## src/rtl/fxr_pkg.sv

```systemverilog
package fxr_pkg;

    typedef enum logic {
        MODE_TRUNC = 1'b0,
        MODE_ROUND = 1'b1
    } red_mode_e;

    typedef enum logic {
        ST_IDLE  = 1'b0,
        ST_FRESH = 1'b1
    } out_state_e;

endpackage

```

## src/rtl/fxr_slice.sv

```systemverilog
// Splits the input word into the kept upper field and the discarded low field.
module fxr_slice #(
    parameter int IN_W   = 16,
    parameter int DROP_W = 6
) (
    input  logic [IN_W-1:0]        word,
    output logic [IN_W-DROP_W-1:0] kept,
    output logic [DROP_W-1:0]      drop
);
    localparam int KEEP_W = IN_W - DROP_W;

    generate
        if (KEEP_W < 1 || DROP_W < 1) begin : g_bad
            initial $fatal(1, "fxr_slice: field widths must both be positive");
        end
    endgenerate

    always_comb begin
        kept = word[IN_W-1 -: KEEP_W];
        drop = word[DROP_W-1:0];
    end

endmodule

```

## src/rtl/fxr_round.sv

```systemverilog
// Applies truncation or half-LSB rounding, with saturation and residual error.
module fxr_round
    import fxr_pkg::*;
#(
    parameter int OUT_W  = 10,
    parameter int DROP_W = 6
) (
    input  red_mode_e         mode,
    input  logic [OUT_W-1:0]  kept,
    input  logic [DROP_W-1:0] drop,
    output logic [OUT_W-1:0]  res,
    output logic [DROP_W-1:0] err,
    output logic              ovf
);
    // Largest positive value of a DROP_W-bit two's-complement number.
    localparam logic [DROP_W-1:0] ERR_CLAMP = {1'b0, {(DROP_W-1){1'b1}}};

    logic             half_bit;
    logic [OUT_W:0]   sum;

    always_comb begin
        half_bit = (mode == MODE_ROUND) ? drop[DROP_W-1] : 1'b0;
        sum      = {1'b0, kept} + {{OUT_W{1'b0}}, half_bit};
        ovf      = sum[OUT_W];
        res      = ovf ? {OUT_W{1'b1}} : sum[OUT_W-1:0];
        // exact - res, modulo 2^DROP_W: res carries no weight below the output
        // LSB, so the low field alone gives the residual (negative after a
        // round-up, since the carried-in LSB exceeds the dropped part).
        if (ovf) begin
            err = ERR_CLAMP;
        end else begin
            err = drop;
        end
    end

endmodule

```

## src/rtl/fxr_reducer.sv

```systemverilog
module fxr_reducer
    import fxr_pkg::*;
#(
    parameter int INT_W      = 3,
    parameter int IN_FRAC_W  = 13,
    parameter int OUT_FRAC_W = 7,
    parameter bit OUT_REG    = 1'b1,
    localparam int IN_W      = INT_W + IN_FRAC_W,
    localparam int OUT_W     = INT_W + OUT_FRAC_W,
    localparam int DROP_W    = IN_FRAC_W - OUT_FRAC_W
) (
    input  logic              clk,
    input  logic              rst_n,
    input  logic              in_valid,
    input  logic              mode,
    input  logic [IN_W-1:0]   in_data,
    output logic              out_valid,
    output logic [OUT_W-1:0]  res,
    output logic [DROP_W-1:0] err,
    output logic              ovf
);
    logic [OUT_W-1:0]  kept_w;
    logic [DROP_W-1:0] drop_w;
    logic [OUT_W-1:0]  res_w;
    logic [DROP_W-1:0] err_w;
    logic              ovf_w;
    red_mode_e         mode_e;

    assign mode_e = red_mode_e'(mode);

    fxr_slice #(
        .IN_W   (IN_W),
        .DROP_W (DROP_W)
    ) u_slice (
        .word (in_data),
        .kept (kept_w),
        .drop (drop_w)
    );

    fxr_round #(
        .OUT_W  (OUT_W),
        .DROP_W (DROP_W)
    ) u_round (
        .mode (mode_e),
        .kept (kept_w),
        .drop (drop_w),
        .res  (res_w),
        .err  (err_w),
        .ovf  (ovf_w)
    );

    generate
        if (OUT_REG) begin : g_reg
            out_state_e        state_q, state_d;
            logic [OUT_W-1:0]  res_q;
            logic [DROP_W-1:0] err_q;
            logic              ovf_q;

            always_comb begin
                unique case (state_q)
                    ST_IDLE:  state_d = in_valid ? ST_FRESH : ST_IDLE;
                    ST_FRESH: state_d = in_valid ? ST_FRESH : ST_IDLE;
                    default:  state_d = ST_IDLE;
                endcase
            end

            always_ff @(posedge clk or negedge rst_n) begin
                if (!rst_n) begin
                    state_q <= ST_IDLE;
                end else begin
                    state_q <= state_d;
                end
            end

            always_ff @(posedge clk or negedge rst_n) begin
                if (!rst_n) begin
                    res_q <= '0;
                    err_q <= '0;
                    ovf_q <= 1'b0;
                end else if (in_valid) begin
                    res_q <= res_w;
                    err_q <= err_w;
                    ovf_q <= ovf_w;
                end
            end

            always_comb begin
                out_valid = (state_q == ST_FRESH);
                res       = res_q;
                err       = err_q;
                ovf       = ovf_q;
            end
        end else begin : g_comb
            logic unused_clk;
            assign unused_clk = clk ^ rst_n;
            always_comb begin
                out_valid = in_valid;
                res       = res_w;
                err       = err_w;
                ovf       = ovf_w;
            end
        end
    endgenerate

endmodule

```

## config.mk

```make
export PLATFORM = sky130hd
export DESIGN_NAME = fxr_reducer
export DESIGN_NICKNAME = d
export VERILOG_FILES = /design/src/rtl/fxr_pkg.sv /design/src/rtl/fxr_slice.sv /design/src/rtl/fxr_round.sv /design/src/rtl/fxr_reducer.sv
export SDC_FILE = /design/constraint.sdc
export NUM_CORES = 1
export LEC_CHECK = 0
export BUFFER_PORTS_ARGS = -buffer_cell sky130_fd_sc_hd__buf_2
export CORE_MARGIN = 4
export CORE_UTILIZATION = 38
export CTS_CLUSTER_DIAMETER = 40
export CTS_CLUSTER_SIZE = 16
export DETAILED_ROUTE_END_ITERATION = 6
export PLACE_DENSITY = 0.65
export SYNTH_ARGS = -nofsm -noshare
export SYNTH_HDL_FRONTEND = slang
export SYNTH_SLANG_ARGS = --single-unit
export TNS_END_PERCENT = 20
```

## constraint.sdc

```tcl
create_clock -name clk -period 2.6 [get_ports clk]
set_clock_uncertainty 0.1 [all_clocks]
set_input_delay 0.78 -clock clk [delete_from_list [all_inputs] [get_ports clk]]
set_output_delay 0.78 -clock clk [all_outputs]
set_load 0.05 [all_outputs]
```

* Yosys cells after proc, flatten, opt, wreduce, memory -nomap -nowiden
Index checks and enable logic that the tools add are counted.
** Storage, ports and cells
- Register bits :: 18
- Latch bits :: 0
- Bits in writable memories :: 0
- Memory bits (read-only) :: 0
- Input bits :: 20
- Output and inout bits :: 18
- Word-level logic and storage cells :: 9
- Memories kept :: 0
** Operators by class
- Add/sub/neg operators :: 1
- $mul :: 0
- Divide/modulo/power cells :: 0
- $lt $le $gt $ge :: 0
- Eq/ne operators :: 0
- Shifts and indexed selects :: 0
- Multiplexer cells :: 4
- Bitwise logic cells :: 0
- Reduce and logical (&&, ||, !) cells :: 0
** Operators by type and width (number)
- $add 10x1->11 :: 1
- $mux 10 :: 1
- $mux 6 :: 1
- $mux 1 :: 2

* Logic depth before layout (Yosys ltp)
- Word-level depth :: 3
- Depth in mapped cells :: 7

* Hierarchy
From an unflattened synthesis, not the netlist that was laid out.
** Unflattened totals
- Cells, all modules :: 99
- Area total of the unflattened synthesis :: 1163.6 um^2
** Modules (own cells, without submodules)
- fxr_reducer :: instances 1, cells each 37, area an instance 710.7 um^2
- fxr_round :: instances 1, cells each 46, area an instance 332.8 um^2
- fxr_slice :: instances 1, cells each 16, area an instance 120.1 um^2

* Worst setup path after synthesis
No wires, ideal clock.
- Kind :: input-to-reg
- Start point :: input mode
- End point :: register g_reg.err_q[0], in the netlist err[0]
- Library setup time :: 0.082 ns
- Arrival :: 2.010 ns
- Required time :: 2.418 ns
- Setup slack :: 0.408 ns
- Cell stages on the path :: 7
- Buffers on the path :: 1
- Cells stage by stage :: and2_1 -> ha_1 -> ha_1 -> and3_1 -> nand4_4 -> buf_6 -> a31oi_1
** Between the ends
- Word-level cells in the longest chain between the ends :: 3
** RTL lines
- start, declared :: RTL line fxr_reducer.sv:15 : input logic mode,
- $mux 1 :: RTL line fxr_round.sv:22 : half_bit = (mode == MODE_ROUND) ? drop[DROP_W-1] : 1'b0;
- $add 10x1->11 :: RTL line fxr_round.sv:23 : sum = {1'b0, kept} + {{OUT_W{1'b0}}, half_bit};
- $mux 6 :: RTL line fxr_round.sv:29 : if (ovf) begin
- end signal, assigned :: RTL line fxr_reducer.sv:82 : err_q <= err_w;
- end, declared :: RTL line fxr_reducer.sv:56 : logic [DROP_W-1:0] err_q;
Every way passes these cells.
A chain may end at the register's enable or synchronous reset.

* Worst setup path in the final report
- Start point :: input in_data[5]
- End point :: register g_reg.err_q[5], in the netlist err[5]
** Between the ends
- Word-level cells in the longest chain between the ends :: 3
** RTL lines
- start, declared :: RTL line fxr_reducer.sv:16 : input logic [IN_W-1:0] in_data,
- $mux 1 :: RTL line fxr_round.sv:22
- $add 10x1->11 :: RTL line fxr_round.sv:23
- $mux 6 (*) :: RTL line fxr_round.sv:29
Every way passes the cells marked *; elsewhere a longest branch is shown, timed or not.

==> impl_metrics.csv <==
group,metric,value,unit
placement,gp_congestion,0.829,
finish,area_growth_syn_to_layout,28.6,%
drt,wl_per_cell,13.1,um
critical_path,cp_max_fo,15,
critical_path,critPathMaxStageDelay,0.32,ns
die,start_util,40.2,%
timing,setup_viol,0,
timing,relSlewSlack,73.1,%
power,power.switching,242,uW
drt,drtPass1Iterations,4,
finish,regArea,450,sq um
synth,yosys_warnings,0,
critical_path,r2r_slack,1.68,ns
global_route,grtUsageTotal,14.1,%
drt,vias,849,
critical_path,crit_type,"in2reg",
power,p_comb_share,28.3,%
synth,mappedNetlistArea,897,sq um
power,peakVddDrop,352,uV
cts,clock_latency,0.29,ns
cts,cts.clk_slew.worst_paths,0.10,ns
power,clkPwrFrac,25.3,%
cts,holdBufCountCts,0,
die,core_area,2230,sq um
critical_path,r2r_cells,2,
timing,timing.final.max_slew_violations,0,
power,power.density,591,nW/um^2
synth,syn_area_per_cell,9.75,sq um
power,totalPowerFinal,682,uW
finish,final-instance-count-excl-fill,160,
critical_path,worst_setup_path_end_kind,"register",
placement,hpwl,1.62,mm
die,die_w,56.6,um
finish,num-fill-cells,234,
flow_run,maxCapViolCount,0,
critical_path,crit_chain,"buf_2 > and2_1 > ha_1 > ha_1 > and3_1 > nand4_4 > a31o_2",
global_route,grt_pass1_wl,3.57,mm
finish,multi_input_area,390,sq um
cts,htreeDepth,1,
placement,portBuffers,37,
critical_path,cpMaxStageDelayCell,"a31o_2",
synth,synth-seq-cells,18,
die,row_count,17,
global_route,grt.overflow.total,0,
critical_path,cp-startpoint,"in_data[5]",
cts,post_cts_buffers,0,
timing,hold_violations,0,
timing,rsz0062_at_grt,"false",
critical_path,cp_common_cell,"ha_1",
placement,dp.cells,156,
drt,avgViaCountPerCell,5.31,
power,leakage,0.000555,uW
run_status,status,"completed",
die,die-height,56.6,um
timing,fmax,0.483,GHz
synth,syn_nets,114,
drt,drtAntennaViolNets,0,
cts,cts_made_buffers,3,
critical_path,critPathRequiredTime,2.69,ns
finish,diodes,0,
cts,cts_tree,"built",
synth,ys_seq_area_share,50.2,%
power,internal_power,440,uW
drt,drcViolationCount,0,
global_route,antenna_found_initial,0,
die,io_pins,38,
critical_path,arrival,2.16,ns
worst_hold_path,min_path_type,"in2async",
finish,layout_common_cells,"buf_2, dfrtp_1, nor2_1, a31oi_1, inv_1",
global_route,grt_start_max_net_pins,24,
cts,cts_resized,0,
die,die-area,3200,sq um
global_route,grt_pass1_vias,819,
drt,first_iter_violations,20,
synth,syn_inst,92,
cts,cts_sinks,18,
timing,finalCritPeriodShare,79.6,%
finish,drive_above_1_share,35.6,%
critical_path,r2r-end,"err[5]",
critical_path,worstSetupStartpointType,"input pin",
drt,wl,2.10,mm
synth,synth_cell_types,27,
critical_path,r2r-start,"err[5]",
cts,clk_path_buf_depth,2,
timing,fin_crit,2.07,ns
timing,fin_tns_setup,0,ns
power,p_seq_share,46.4,%
power,switching_share,35.5,%
finish,fin_nets,155,
timing,hold_ws,0.302,ns
finish,final_common_cell,"buf_2",
timing,worst_pin_slew,0.404,ns
cts,clockRootBuffer,"clkbuf_4",
cells by family (layout without fill, tap and decap cells):
group | Yosys count | count (layout) | share of synthesized area [%]
and+or+nand+nor | 33 | 33 | 20.4
AOI/OAI and AO/OA | 23 | 23 | 17.4
DFF | 18 | 18 | 50.2
buffers and inverters | 13 | 53 | 6.28
xor gates and xnor gates | 3 | 3 | 2.93
adders and majority gates | 2 | 2 | 2.79
stage by stage:
step	area, sq um	worst slack [ns]	util (%)
after floorplan	897	0.408	-
after global placement	1120	0.288	50.0
after detailed placement	1120	0.237	50.0
after CTS	1150	0.523	51.7
after global routing	1150	0.437	51.7
final	1150	0.531	51.7
cells in the mapped netlist:
| cell | number | share of area (%) |
|---|---|---|
| o41ai_1 | 1 | 0.98 |
| nand3_1 | 4 | 2.2 |
| and4b_1 | 1 | 1.1 |
| nand4_1 | 2 | 1.4 |
| o21ai_1 | 1 | 0.56 |
| xor2_1 | 2 | 2.0 |
| a41oi_1 | 4 | 3.9 |
| nand2_1 | 4 | 1.7 |
| clkbuf_1 | 3 | 1.3 |
| ha_1 | 2 | 2.8 |
| dfrtp_1 | 18 | 50 |
| a31oi_1 | 10 | 7.0 |
| nor2_1 | 13 | 5.4 |
| inv_1 | 9 | 3.8 |
| and3_1 | 2 | 1.4 |
| o21ai_0 | 3 | 1.7 |
| and2_1 | 1 | 0.70 |
| a21oi_1 | 1 | 0.56 |
| buf_6 | 1 | 1.3 |
| a31o_2 | 1 | 0.98 |
| or3_1 | 3 | 2.1 |
| o2bb2ai_1 | 1 | 0.98 |
| nand4_4 | 1 | 2.4 |
| xnor2_1 | 1 | 0.98 |
| and4_4 | 1 | 1.3 |
| nor2b_1 | 1 | 0.70 |
| o31ai_1 | 1 | 0.84 |
metal layers:
metal / part of all wire, % / global-route usage, % / routed length, um
met3: 6.8 / 3.22 / 143
met1: 45 / 18.1 / 939
met2: 48 / 22.4 / 1000
met5: 0 / 0 / 0
met4: 0.67 / 6.44 / 14
how the worst max path moves through the flow:
stage / cells after the start / to / slack (ns)
global route: 7 / err[5] / 0.44
global placement: 7 / err[5] / 0.29
detailed placement: 7 / err[5] / 0.24
finish: 7 / err[5] / 0.53
CTS: 7 / err[5] / 0.52
floorplan: 7 / err[0] / 0.41
area by class of cell:
class | instances | area share (%)
sequential | 18 | 39.0
multi-input combinational | 61 | 33.8
timing repair buffer | 40 | 18.0
clock buffer | 4 | 3.15
tap | 28 | 3.04
inverter | 9 | 2.93
critical path: cells and delay by family:
family	cells	cell delay (ns)
AO/OA/AOI/OAI	1	0.32
adder cells (fa/ha/maj)	2	0.37
AND/OR/NAND/NOR	3	0.60
buffers and inverters	1	0.09
power groups by stage:
stage	sequential (uW)	combinational, uW	clock, uW
5_1_grt	320	208	190
4_1_cts	317	195	178
3_3_place_gp	321	192	0
2_1_floorplan	410	41.0	0
3_5_place_dp	322	194	0
6_report	316	193	173
flip-flops by register name, indices dropped and copies added (netlist names):
name / cells
err: 6
res: 10
out_valid: 1
ovf: 1
Note: power is estimated with default switching activity, not from simulation.
